File: src/rtl/psr_pkg.sv
package psr_pkg;

    typedef enum logic [1:0] {
        FMT_I2S = 2'b00,
        FMT_RJ  = 2'b01,
        FMT_DSP = 2'b10,
        FMT_LJ  = 2'b11
    } fmt_e;

    typedef struct packed {
        fmt_e       fmt;
        logic [1:0] wlen;
    } rx_cfg_t;

    localparam int FMT_LSB  = 2;
    localparam int WLEN_LSB = 0;

    function automatic rx_cfg_t decode_ctrl(input logic [3:0] low_bits);
        rx_cfg_t c;
        c.fmt  = fmt_e'(low_bits[FMT_LSB +: 2]);
        c.wlen = low_bits[WLEN_LSB +: 2];
        return c;
    endfunction

    function automatic int wlen_bits(input logic [1:0] wl);
        case (wl)
            2'b00:   return 24;
            2'b01:   return 20;
            default: return 16;
        endcase
    endfunction

endpackage

File: src/rtl/psr_pin_sync.sv
module psr_pin_sync #(
    parameter int SYNC_STAGES = 2
) (
    input  logic clk,
    input  logic rst_n,
    input  logic bclk_i,
    input  logic lr_i,
    input  logic dat_i,
    output logic rise_o,
    output logic lr_o,
    output logic dat_o
);
    localparam int LAST = SYNC_STAGES - 1;

    logic [2:0] stage_d [SYNC_STAGES];
    logic [2:0] stage_q [SYNC_STAGES];
    logic       bclk_prev_d, bclk_prev_q;

    for (genvar g = 0; g < SYNC_STAGES; g++) begin : g_stage
        if (g == 0) begin : g_first
            always_comb stage_d[g] = {bclk_i, lr_i, dat_i};
        end else begin : g_next
            always_comb stage_d[g] = stage_q[g-1];
        end
        always_ff @(posedge clk or negedge rst_n) begin
            if (!rst_n) stage_q[g] <= '0;
            else        stage_q[g] <= stage_d[g];
        end
    end

    always_comb bclk_prev_d = stage_q[LAST][2];

    always_ff @(posedge clk or negedge rst_n) begin
        if (!rst_n) bclk_prev_q <= 1'b0;
        else        bclk_prev_q <= bclk_prev_d;
    end

    assign rise_o = stage_q[LAST][2] & ~bclk_prev_q;
    assign lr_o   = stage_q[LAST][1];
    assign dat_o  = stage_q[LAST][0];

    // a detected edge is a single-cycle event
    AST_RISE_SPACED: assert property (@(posedge clk) disable iff (!rst_n)
        rise_o |=> !rise_o);

endmodule

File: src/rtl/psr_framer.sv
module psr_framer
    import psr_pkg::*;
#(
    parameter int SAMPLE_W  = 24,
    parameter int SLOT_BITS = 32,
    parameter int POS_TOP   = 2 * SLOT_BITS,
    parameter int POS_W     = $clog2(POS_TOP + 1),
    parameter int LEN_W     = $clog2(SAMPLE_W + 1)
) (
    input  logic             clk,
    input  logic             rst_n,
    input  logic             evt_i,
    input  logic             lr_i,
    input  rx_cfg_t          ctrl_cfg_i,
    output rx_cfg_t          cfg_o,
    output logic             start_o,
    output logic             cap_left_o,
    output logic             cap_right_o,
    output logic             last_o,
    output logic [LEN_W-1:0] len_o
);
    typedef struct packed {
        rx_cfg_t          cfg;
        logic             lr_prev;
        logic             seen;
        logic             run;
        logic             right;
        logic [POS_W-1:0] pos;
    } fr_state_t;

    fr_state_t        st_d, st_q;
    logic             start_c, cap_c, last_c, chan_c;
    logic [POS_W-1:0] len_c, first_c;

    function automatic logic frame_edge(input fmt_e f, input logic p, input logic c);
        return (f == FMT_I2S) ? (p & ~c) : (~p & c);
    endfunction

    always_comb begin
        st_d    = st_q;
        start_c = 1'b0;
        cap_c   = 1'b0;
        last_c  = 1'b0;
        chan_c  = 1'b0;
        len_c   = '0;
        first_c = '0;
        if (evt_i) begin
            st_d.lr_prev = lr_i;
            st_d.seen    = 1'b1;
            start_c = st_q.seen && frame_edge(ctrl_cfg_i.fmt, st_q.lr_prev, lr_i);
            if (start_c) begin
                st_d.cfg   = ctrl_cfg_i;
                st_d.pos   = '0;
                st_d.right = 1'b0;
                st_d.run   = 1'b1;
            end else if (st_q.run) begin
                if (st_q.cfg.fmt != FMT_DSP && lr_i != st_q.lr_prev) begin
                    if (!st_q.right) begin
                        st_d.right = 1'b1;
                        st_d.pos   = '0;
                    end else begin
                        st_d.run = 1'b0;
                    end
                end else if (st_q.pos != POS_W'(POS_TOP)) begin
                    st_d.pos = st_q.pos + 1'b1;
                end
            end

            len_c = (st_d.cfg.fmt == FMT_RJ) ? POS_W'(wlen_bits(st_d.cfg.wlen))
                                             : POS_W'(SAMPLE_W);
            case (st_d.cfg.fmt)
                FMT_I2S: begin
                    chan_c  = st_d.right;
                    first_c = POS_W'(1);
                end
                FMT_LJ: begin
                    chan_c  = st_d.right;
                    first_c = '0;
                end
                FMT_RJ: begin
                    chan_c  = st_d.right;
                    first_c = POS_W'(SLOT_BITS) - len_c;
                end
                default: begin
                    chan_c  = (st_d.pos > len_c);
                    first_c = chan_c ? len_c + POS_W'(1) : POS_W'(1);
                end
            endcase

            if (st_d.run && st_d.pos >= first_c && st_d.pos < first_c + len_c) begin
                cap_c  = 1'b1;
                last_c = (st_d.pos == first_c + len_c - POS_W'(1));
                if (last_c && chan_c) st_d.run = 1'b0;
            end
        end
    end

    always_ff @(posedge clk or negedge rst_n) begin
        if (!rst_n) st_q <= '0;
        else        st_q <= st_d;
    end

    assign cfg_o       = st_q.cfg;
    assign start_o     = start_c;
    assign cap_left_o  = cap_c & ~chan_c;
    assign cap_right_o = cap_c & chan_c;
    assign last_o      = last_c;
    assign len_o       = len_c[LEN_W-1:0];

    AST_CFG_AT_BOUNDARY: assert property (@(posedge clk) disable iff (!rst_n)
        (st_q.cfg != $past(st_q.cfg)) |-> $past(start_o));

    AST_POS_LIMIT: assert property (@(posedge clk) disable iff (!rst_n)
        st_q.pos <= POS_W'(POS_TOP));

endmodule

File: src/rtl/psr_lane.sv
module psr_lane #(
    parameter int SAMPLE_W = 24,
    parameter int LEN_W    = $clog2(SAMPLE_W + 1)
) (
    input  logic                clk,
    input  logic                rst_n,
    input  logic                clear_i,
    input  logic                shift_i,
    input  logic                bit_i,
    input  logic                last_i,
    input  logic [LEN_W-1:0]    len_i,
    output logic [SAMPLE_W-1:0] sample_o,
    output logic                done_o
);
    typedef struct packed {
        logic [SAMPLE_W-1:0] shreg;
        logic [LEN_W-1:0]    cnt;
        logic [SAMPLE_W-1:0] sample;
        logic                done;
    } lane_state_t;

    lane_state_t         st_d, st_q;
    logic [SAMPLE_W-1:0] base_sh;
    logic [LEN_W-1:0]    base_cnt;

    function automatic logic [SAMPLE_W-1:0] sext(input logic [SAMPLE_W-1:0] raw,
                                                 input logic [LEN_W-1:0] len);
        logic [SAMPLE_W-1:0] r;
        logic [LEN_W-1:0]    top;
        top = len - LEN_W'(1);
        for (int i = 0; i < SAMPLE_W; i++) begin
            r[i] = (LEN_W'(i) < len) ? raw[i] : raw[top];
        end
        return r;
    endfunction

    always_comb begin
        st_d      = st_q;
        st_d.done = 1'b0;
        base_sh   = clear_i ? '0 : st_q.shreg;
        base_cnt  = clear_i ? '0 : st_q.cnt;
        st_d.shreg = base_sh;
        st_d.cnt   = base_cnt;
        if (shift_i) begin
            st_d.shreg = {base_sh[SAMPLE_W-2:0], bit_i};
            st_d.cnt   = base_cnt + 1'b1;
            if (last_i) begin
                st_d.sample = sext(st_d.shreg, len_i);
                st_d.done   = 1'b1;
            end
        end
    end

    always_ff @(posedge clk or negedge rst_n) begin
        if (!rst_n) st_q <= '0;
        else        st_q <= st_d;
    end

    assign sample_o = st_q.sample;
    assign done_o   = st_q.done;

    AST_CNT_BOUND: assert property (@(posedge clk) disable iff (!rst_n)
        st_q.cnt <= LEN_W'(SAMPLE_W));

    // the framer's last-bit mark must coincide with a full-length word in this lane
    AST_LAST_AT_LEN: assert property (@(posedge clk) disable iff (!rst_n)
        (shift_i && last_i) |-> (st_d.cnt == len_i));

endmodule

File: src/rtl/pcm_serial_rx.sv
module pcm_serial_rx
    import psr_pkg::*;
#(
    parameter int SAMPLE_W    = 24,
    parameter int SLOT_BITS   = 32,
    parameter int SYNC_STAGES = 2,
    parameter int CTRL_W      = 11
) (
    input  logic                clk,
    input  logic                rst_n,
    input  logic [CTRL_W-1:0]   ctrl_i,
    input  logic                bclk_i,
    input  logic                lrclk_i,
    input  logic                sdata_i,
    output logic                smp_valid_o,
    output logic [SAMPLE_W-1:0] smp_left_o,
    output logic [SAMPLE_W-1:0] smp_right_o
);
    localparam int LEN_W = $clog2(SAMPLE_W + 1);

    typedef struct packed {
        logic                left_have;
        logic                valid;
        logic [SAMPLE_W-1:0] left;
        logic [SAMPLE_W-1:0] right;
    } top_state_t;

    top_state_t          st_d, st_q;
    rx_cfg_t             ctrl_cfg, act_cfg;
    logic                evt, lr_s, dat_s, start;
    logic                cap_l, cap_r, cap_last;
    logic [LEN_W-1:0]    cap_len;
    logic [SAMPLE_W-1:0] left_smp, right_smp;
    logic                left_done, right_done;
    logic                ctrl_unused;

    assign ctrl_cfg    = decode_ctrl(ctrl_i[3:0]);
    assign ctrl_unused = ^ctrl_i[CTRL_W-1:4];

    psr_pin_sync #(.SYNC_STAGES(SYNC_STAGES)) sync_i (
        .clk   (clk),
        .rst_n (rst_n),
        .bclk_i(bclk_i),
        .lr_i  (lrclk_i),
        .dat_i (sdata_i),
        .rise_o(evt),
        .lr_o  (lr_s),
        .dat_o (dat_s)
    );

    psr_framer #(.SAMPLE_W(SAMPLE_W), .SLOT_BITS(SLOT_BITS)) framer_i (
        .clk        (clk),
        .rst_n      (rst_n),
        .evt_i      (evt),
        .lr_i       (lr_s),
        .ctrl_cfg_i (ctrl_cfg),
        .cfg_o      (act_cfg),
        .start_o    (start),
        .cap_left_o (cap_l),
        .cap_right_o(cap_r),
        .last_o     (cap_last),
        .len_o      (cap_len)
    );

    for (genvar ch = 0; ch < 2; ch++) begin : g_lane
        logic                shift_c, done_c;
        logic [SAMPLE_W-1:0] smp_c;
        assign shift_c = (ch == 0) ? cap_l : cap_r;
        psr_lane #(.SAMPLE_W(SAMPLE_W)) lane_i (
            .clk     (clk),
            .rst_n   (rst_n),
            .clear_i (start),
            .shift_i (shift_c),
            .bit_i   (dat_s),
            .last_i  (cap_last),
            .len_i   (cap_len),
            .sample_o(smp_c),
            .done_o  (done_c)
        );
        if (ch == 0) begin : g_l
            assign left_smp  = smp_c;
            assign left_done = done_c;
        end else begin : g_r
            assign right_smp  = smp_c;
            assign right_done = done_c;
        end
    end

    always_comb begin
        st_d       = st_q;
        st_d.valid = right_done && st_q.left_have;
        if (left_done)          st_d.left_have = 1'b1;
        if (start || st_d.valid) st_d.left_have = 1'b0;
        if (st_d.valid) begin
            st_d.left  = left_smp;
            st_d.right = right_smp;
        end
    end

    always_ff @(posedge clk or negedge rst_n) begin
        if (!rst_n) st_q <= '0;
        else        st_q <= st_d;
    end

    assign smp_valid_o = st_q.valid;
    assign smp_left_o  = st_q.left;
    assign smp_right_o = st_q.right;

    AST_VALID_ONE_CYCLE: assert property (@(posedge clk) disable iff (!rst_n)
        smp_valid_o |=> !smp_valid_o);

    AST_HOLD_BETWEEN: assert property (@(posedge clk) disable iff (!rst_n)
        !smp_valid_o |-> ($stable(smp_left_o) && $stable(smp_right_o)));

    AST_RJ16_SIGN: assert property (@(posedge clk) disable iff (!rst_n)
        (smp_valid_o && act_cfg.fmt == FMT_RJ && act_cfg.wlen[1])
        |-> (smp_left_o[SAMPLE_W-1:15] == {(SAMPLE_W-15){smp_left_o[15]}}));

endmodule

File: config.mk
export PLATFORM = sky130hd
export DESIGN_NAME = pcm_serial_rx
export DESIGN_NICKNAME = d
export VERILOG_FILES = /design/src/rtl/psr_pkg.sv /design/src/rtl/psr_pin_sync.sv /design/src/rtl/psr_framer.sv /design/src/rtl/psr_lane.sv /design/src/rtl/pcm_serial_rx.sv
export SDC_FILE = /design/constraint.sdc
export NUM_CORES = 1
export LEC_CHECK = 0
export ABC_AREA = 1
export BUFFER_PORTS_ARGS = -buffer_cell sky130_fd_sc_hd__clkbuf_2
export CAP_MARGIN = 20
export CORE_MARGIN = 2
export CORE_UTILIZATION = 40
export CTS_CLUSTER_SIZE = 30
export DETAILED_ROUTE_END_ITERATION = 10
export GPL_TIMING_DRIVEN = 0
export MAX_ROUTING_LAYER = met4
export SYNTH_ARGS = -nofsm -noshare
export SYNTH_HDL_FRONTEND = slang
export SYNTH_SLANG_ARGS = --single-unit
File: constraint.sdc
create_clock -name clk -period 9.4 [get_ports clk]
set_input_delay 0 -clock clk [delete_from_list [all_inputs] [get_ports clk]]
set_output_delay 0 -clock clk [all_outputs]
set_load 0.01 [all_outputs]
==> impl_metrics.csv <==
group,metric,value,unit
outcome,outcome,"finished, final reports clean",
cells_and_area,multi_input_area,3300,um^2
critical_path,worstPathArrival,5.85,ns
logic_synthesis,synth_flop_cell,"dfrtp_1",
logic_synthesis,synth.net_count,1166,
logic_synthesis,synth_top_cells_by_area,"dfrtp_1 (48%), nand2_1 (19%), inv_1 (6.3%)",
clocking,cts_made_buffers,17,
sta,worstMarginPinSlew,0.700,ns
grt,grt_max_degree,87,
logic_synthesis,synth_edf_count,0,
detailed_routing,wl_per_cell,12.7,um
placement,hpwlAfterDp,13800,um
cells_and_area,fin_util,47.2,%
cells_and_area,fin_cells,1501,
clocking,cts_tree,"done",
clocking,cts_buffer_depth,2,
pwr,leakage,5.72,nW
critical_path,slowest_stage,"a221oi_1",
logic_synthesis,synth.avg_cell_area,7.71,um^2
detailed_routing,vias,6897,
critical_path,end_kind,"flip-flop",
grt,grt_usage,18.3,%
logic_synthesis,yosysMostFrequentCell,"nand2_1",
clocking,cts_sinks,168,
floorplanning,die-area,23000,um^2
sta,fin_skew,0.0109,ns
logic_synthesis,synth_cells,1129,
sta,maxSlewHeadroom,53.3,%
grt,grt.overflow.total,0,
logic_synthesis,yosys.area.top_type,"dfrtp_1",
cells_and_area,drive_gt1_share,15.9,%
cells_and_area,num-nets-final,1250,
floorplanning,die_x,152,um
critical_path,worstPathRequired,9.73,ns
critical_path,crit_buf_inv,7,
logic_synthesis,ys_seq_area_share,48.3,%
clocking,cts_resized,0,
placement,place_inst,1462,
clocking,cts_max_level,4,
logic_synthesis,yosysWarnings,0,
detailed_routing,drc,0,
sta,rsz0062_at_grt,"no",
sta,hold_viol,0,
grt,grt_pass1_wl,32300,um
detailed_routing,routed_wl,19000,um
floorplanning,num_rows,53,
logic_synthesis,synth_cell_type_count,35,
pwr,p_per_area,180,nW/um^2
detailed_routing,firstDrtPassIters,5,
logic_synthesis,synth-seq-cells,168,
critical_path,max_stage_delay,0.56,ns
floorplanning,die_y,152,um
floorplanning,initial_core_util,41.0,%
placement,portBuffers,57,
critical_path,cp_max_fo,10,
cells_and_area,antenna_cells,0,
clocking,clk_pin_slew,0.07,ns
sta,finalCritPeriodShare,58.7,%
clocking,insertion_delay,0.43,ns
floorplanning,core-area,21200,um^2
grt,antenna_found_initial,0,
logic_synthesis,syn-cell-area,8710,um^2
cells_and_area,syn2layout_area_growth,15.1,%
sta,finalSetupViolCount,0,
logic_synthesis,netlist.area_leader.share,48.3,%
min_path,hold_class,"in2async",
grt,grt_pass1_vias,6561,
detailed_routing,drt_iter0_drc,378,
cells_and_area,layout.area.seq,4200,um^2
sta,period_minus_slack,5.52,ns
critical_path,critical_path.top_delay_family,"compound AO/OA/AOI/OAI gates",
detailed_routing,via_per_inst,4.59,
placement,place.gp.congestion,0.890,
logic_synthesis,yosys-top-cells-count,"nand2_1 (433), dfrtp_1 (168), inv_1 (147)",
critical_path,critPathKind,"reg2reg",
detailed_routing,detail-route-antenna-nets,0,
floorplanning,ios,65,
sta,tns,0,ns
logic_synthesis,async_reset_ff_share,100,%
sta,slew_viol_final,0,
sta,max_freq,181,MHz
critical_path,startpoint_type,"flip-flop",
pwr,peakVddDrop,0.127,mV
job,drv_cap,0,
cells_and_area,fillCellCount,2168,
clocking,cts_root_buf,"clkbuf_16",
==> cells by family after synthesis <==
kind of cell | synth area share [%]
AND/OR/NAND/NOR | 27.2
buffers and inverters | 13.8
flip-flops | 48.3
AO/OA/AOI/OAI | 7.40
adder cells (fa/ha/maj) | 3.02
XOR/XNOR | 0.302
==> cells in the final DEF, fill, tap and decap left out, types with 2 or more instances in the layout <==
cell type / Yosys / routed
a21oi_1: 11 / 11
buf_2: 14 / 14
buf_4: 52 / 52
buf_6: 7 / 7
clkbuf_1: 20 / 21
clkbuf_16: 0 / 17
clkbuf_2: 0 / 56
clkbuf_8: 0 / 2
clkinv_4: 0 / 3
clkinvlp_4: 0 / 3
dfrtp_1: 168 / 168
dlygate4sd3_1: 0 / 7
ha_1: 21 / 21
inv_1: 147 / 147
inv_2: 6 / 6
inv_6: 0 / 4
inv_8: 0 / 2
nand2_1: 433 / 433
nand2_2: 10 / 10
nand3_1: 54 / 54
nand3_2: 2 / 2
nand3_4: 2 / 2
nand4_1: 21 / 21
nor2_1: 35 / 35
nor2_2: 2 / 2
nor2_4: 4 / 4
nor3_1: 4 / 4
o211ai_1: 2 / 2
o21ai_0: 70 / 70
o21ai_1: 30 / 30
xnor2_1: 2 / 2
==> worst paths after layout <==
| path | start | to | slack (ns) | cells past startpoint |
|---|---|---|---|---|
| setup / recovery | framer_i.st_q[10] | g_lane[1].lane_i.sample_o[14] | 3.88 | 30 |
| hold / removal | rst_n | framer_i.st_q[5] | 0.14 | 2 |
| setup reg to reg | framer_i.st_q[10] | g_lane[1].lane_i.sample_o[14] | 3.88 | 30 |
| hold reg to reg | sync_i.stage_d[2] | sync_i.bclk_prev_d | 0.35 | 0 |
| max in group asynchronous | rst_n | g_lane[1].lane_i.done_o | 8.40 | 3 |
| min in group clk | ctrl_i[0] | framer_i.cfg_o[0] | 0.14 | 5 |
==> cell type report <==
cell class              instances  share of cell area (%)
inverters                     154                    5.79
clock buffers                  19                    4.42
plain buffers                  94                    6.17
well taps                     275                    3.43
repair buffers                 65                    3.91
clock inverters                13                    1.36
flip-flops and latches        168                    41.9
multi-input cells             713                    33.0
==> through the flow <==
stage          area, um^2  worst slack (ns)  power, mW  hold WS [ns]
6_report            10000              3.88       1.81         0.142
5_1_grt             10000              3.36       1.91         0.207
4_1_cts             10000              3.90       1.82         0.122
3_5_place_dp         9370              3.95       1.12        0.0867
3_3_place_gp         9340              4.00       1.12         0.109
2_1_floorplan        8710              5.00       1.03        -0.296
==> per-layer routing <==
layer  vias to the layer above  global-route usage [%]  routed length (um)
met5                         -                       -                   0
met4                         0                    6.53                 327
met3                        23                    2.72                 567
met2                       125                    27.1                8410
met1                      3131                    25.8                9730
li1                       3618                       -                   -
==> where the power goes <==
part	leakage [nW]	switching, mW	internal (mW)	total (mW)
clock	0.275	0.311	0.380	0.690
sequential	2.18	0.0175	0.748	0.766
combinational	3.26	0.239	0.112	0.351
total	5.72	0.567	1.24	1.81
==> sequential cells by signal, indices dropped and copies added, names as in the netlist <==
name and cells:
g_lane.lane_i.sample_o 48, g_lane.lane_i.st_q 46, smp_left_o 24, smp_right_o 24
framer_i.st_q 11, framer_i.cfg_o 4, sync_i.stage_d 3, g_lane.lane_i.done_o 2
smp_valid_o 1, st_q 1, sync_i.bclk_prev_d 1, sync_i.bclk_prev_q 1
sync_i.dat_o 1, sync_i.lr_o 1
==> worst reg2reg max path, delay by kind of cell (launching register included) <==
kind	cells	cell delay, ns
AOI/OAI and AO/OA	7	1.80
and+or+nand+nor	12	1.47
adders and majority gates	4	0.98
buffers and inverters	7	0.78
DFF	1	0.38
==> what timing repair did <==
item | 4_1_cts | 5_1_grt
hold endpoints to repair | 88 | 0
buffers inserted | 0 | 0
hold buffers | 7 | 0
setup endpoints to repair | 0 | 0
Note: power is estimated with default switching activity, not from simulation.
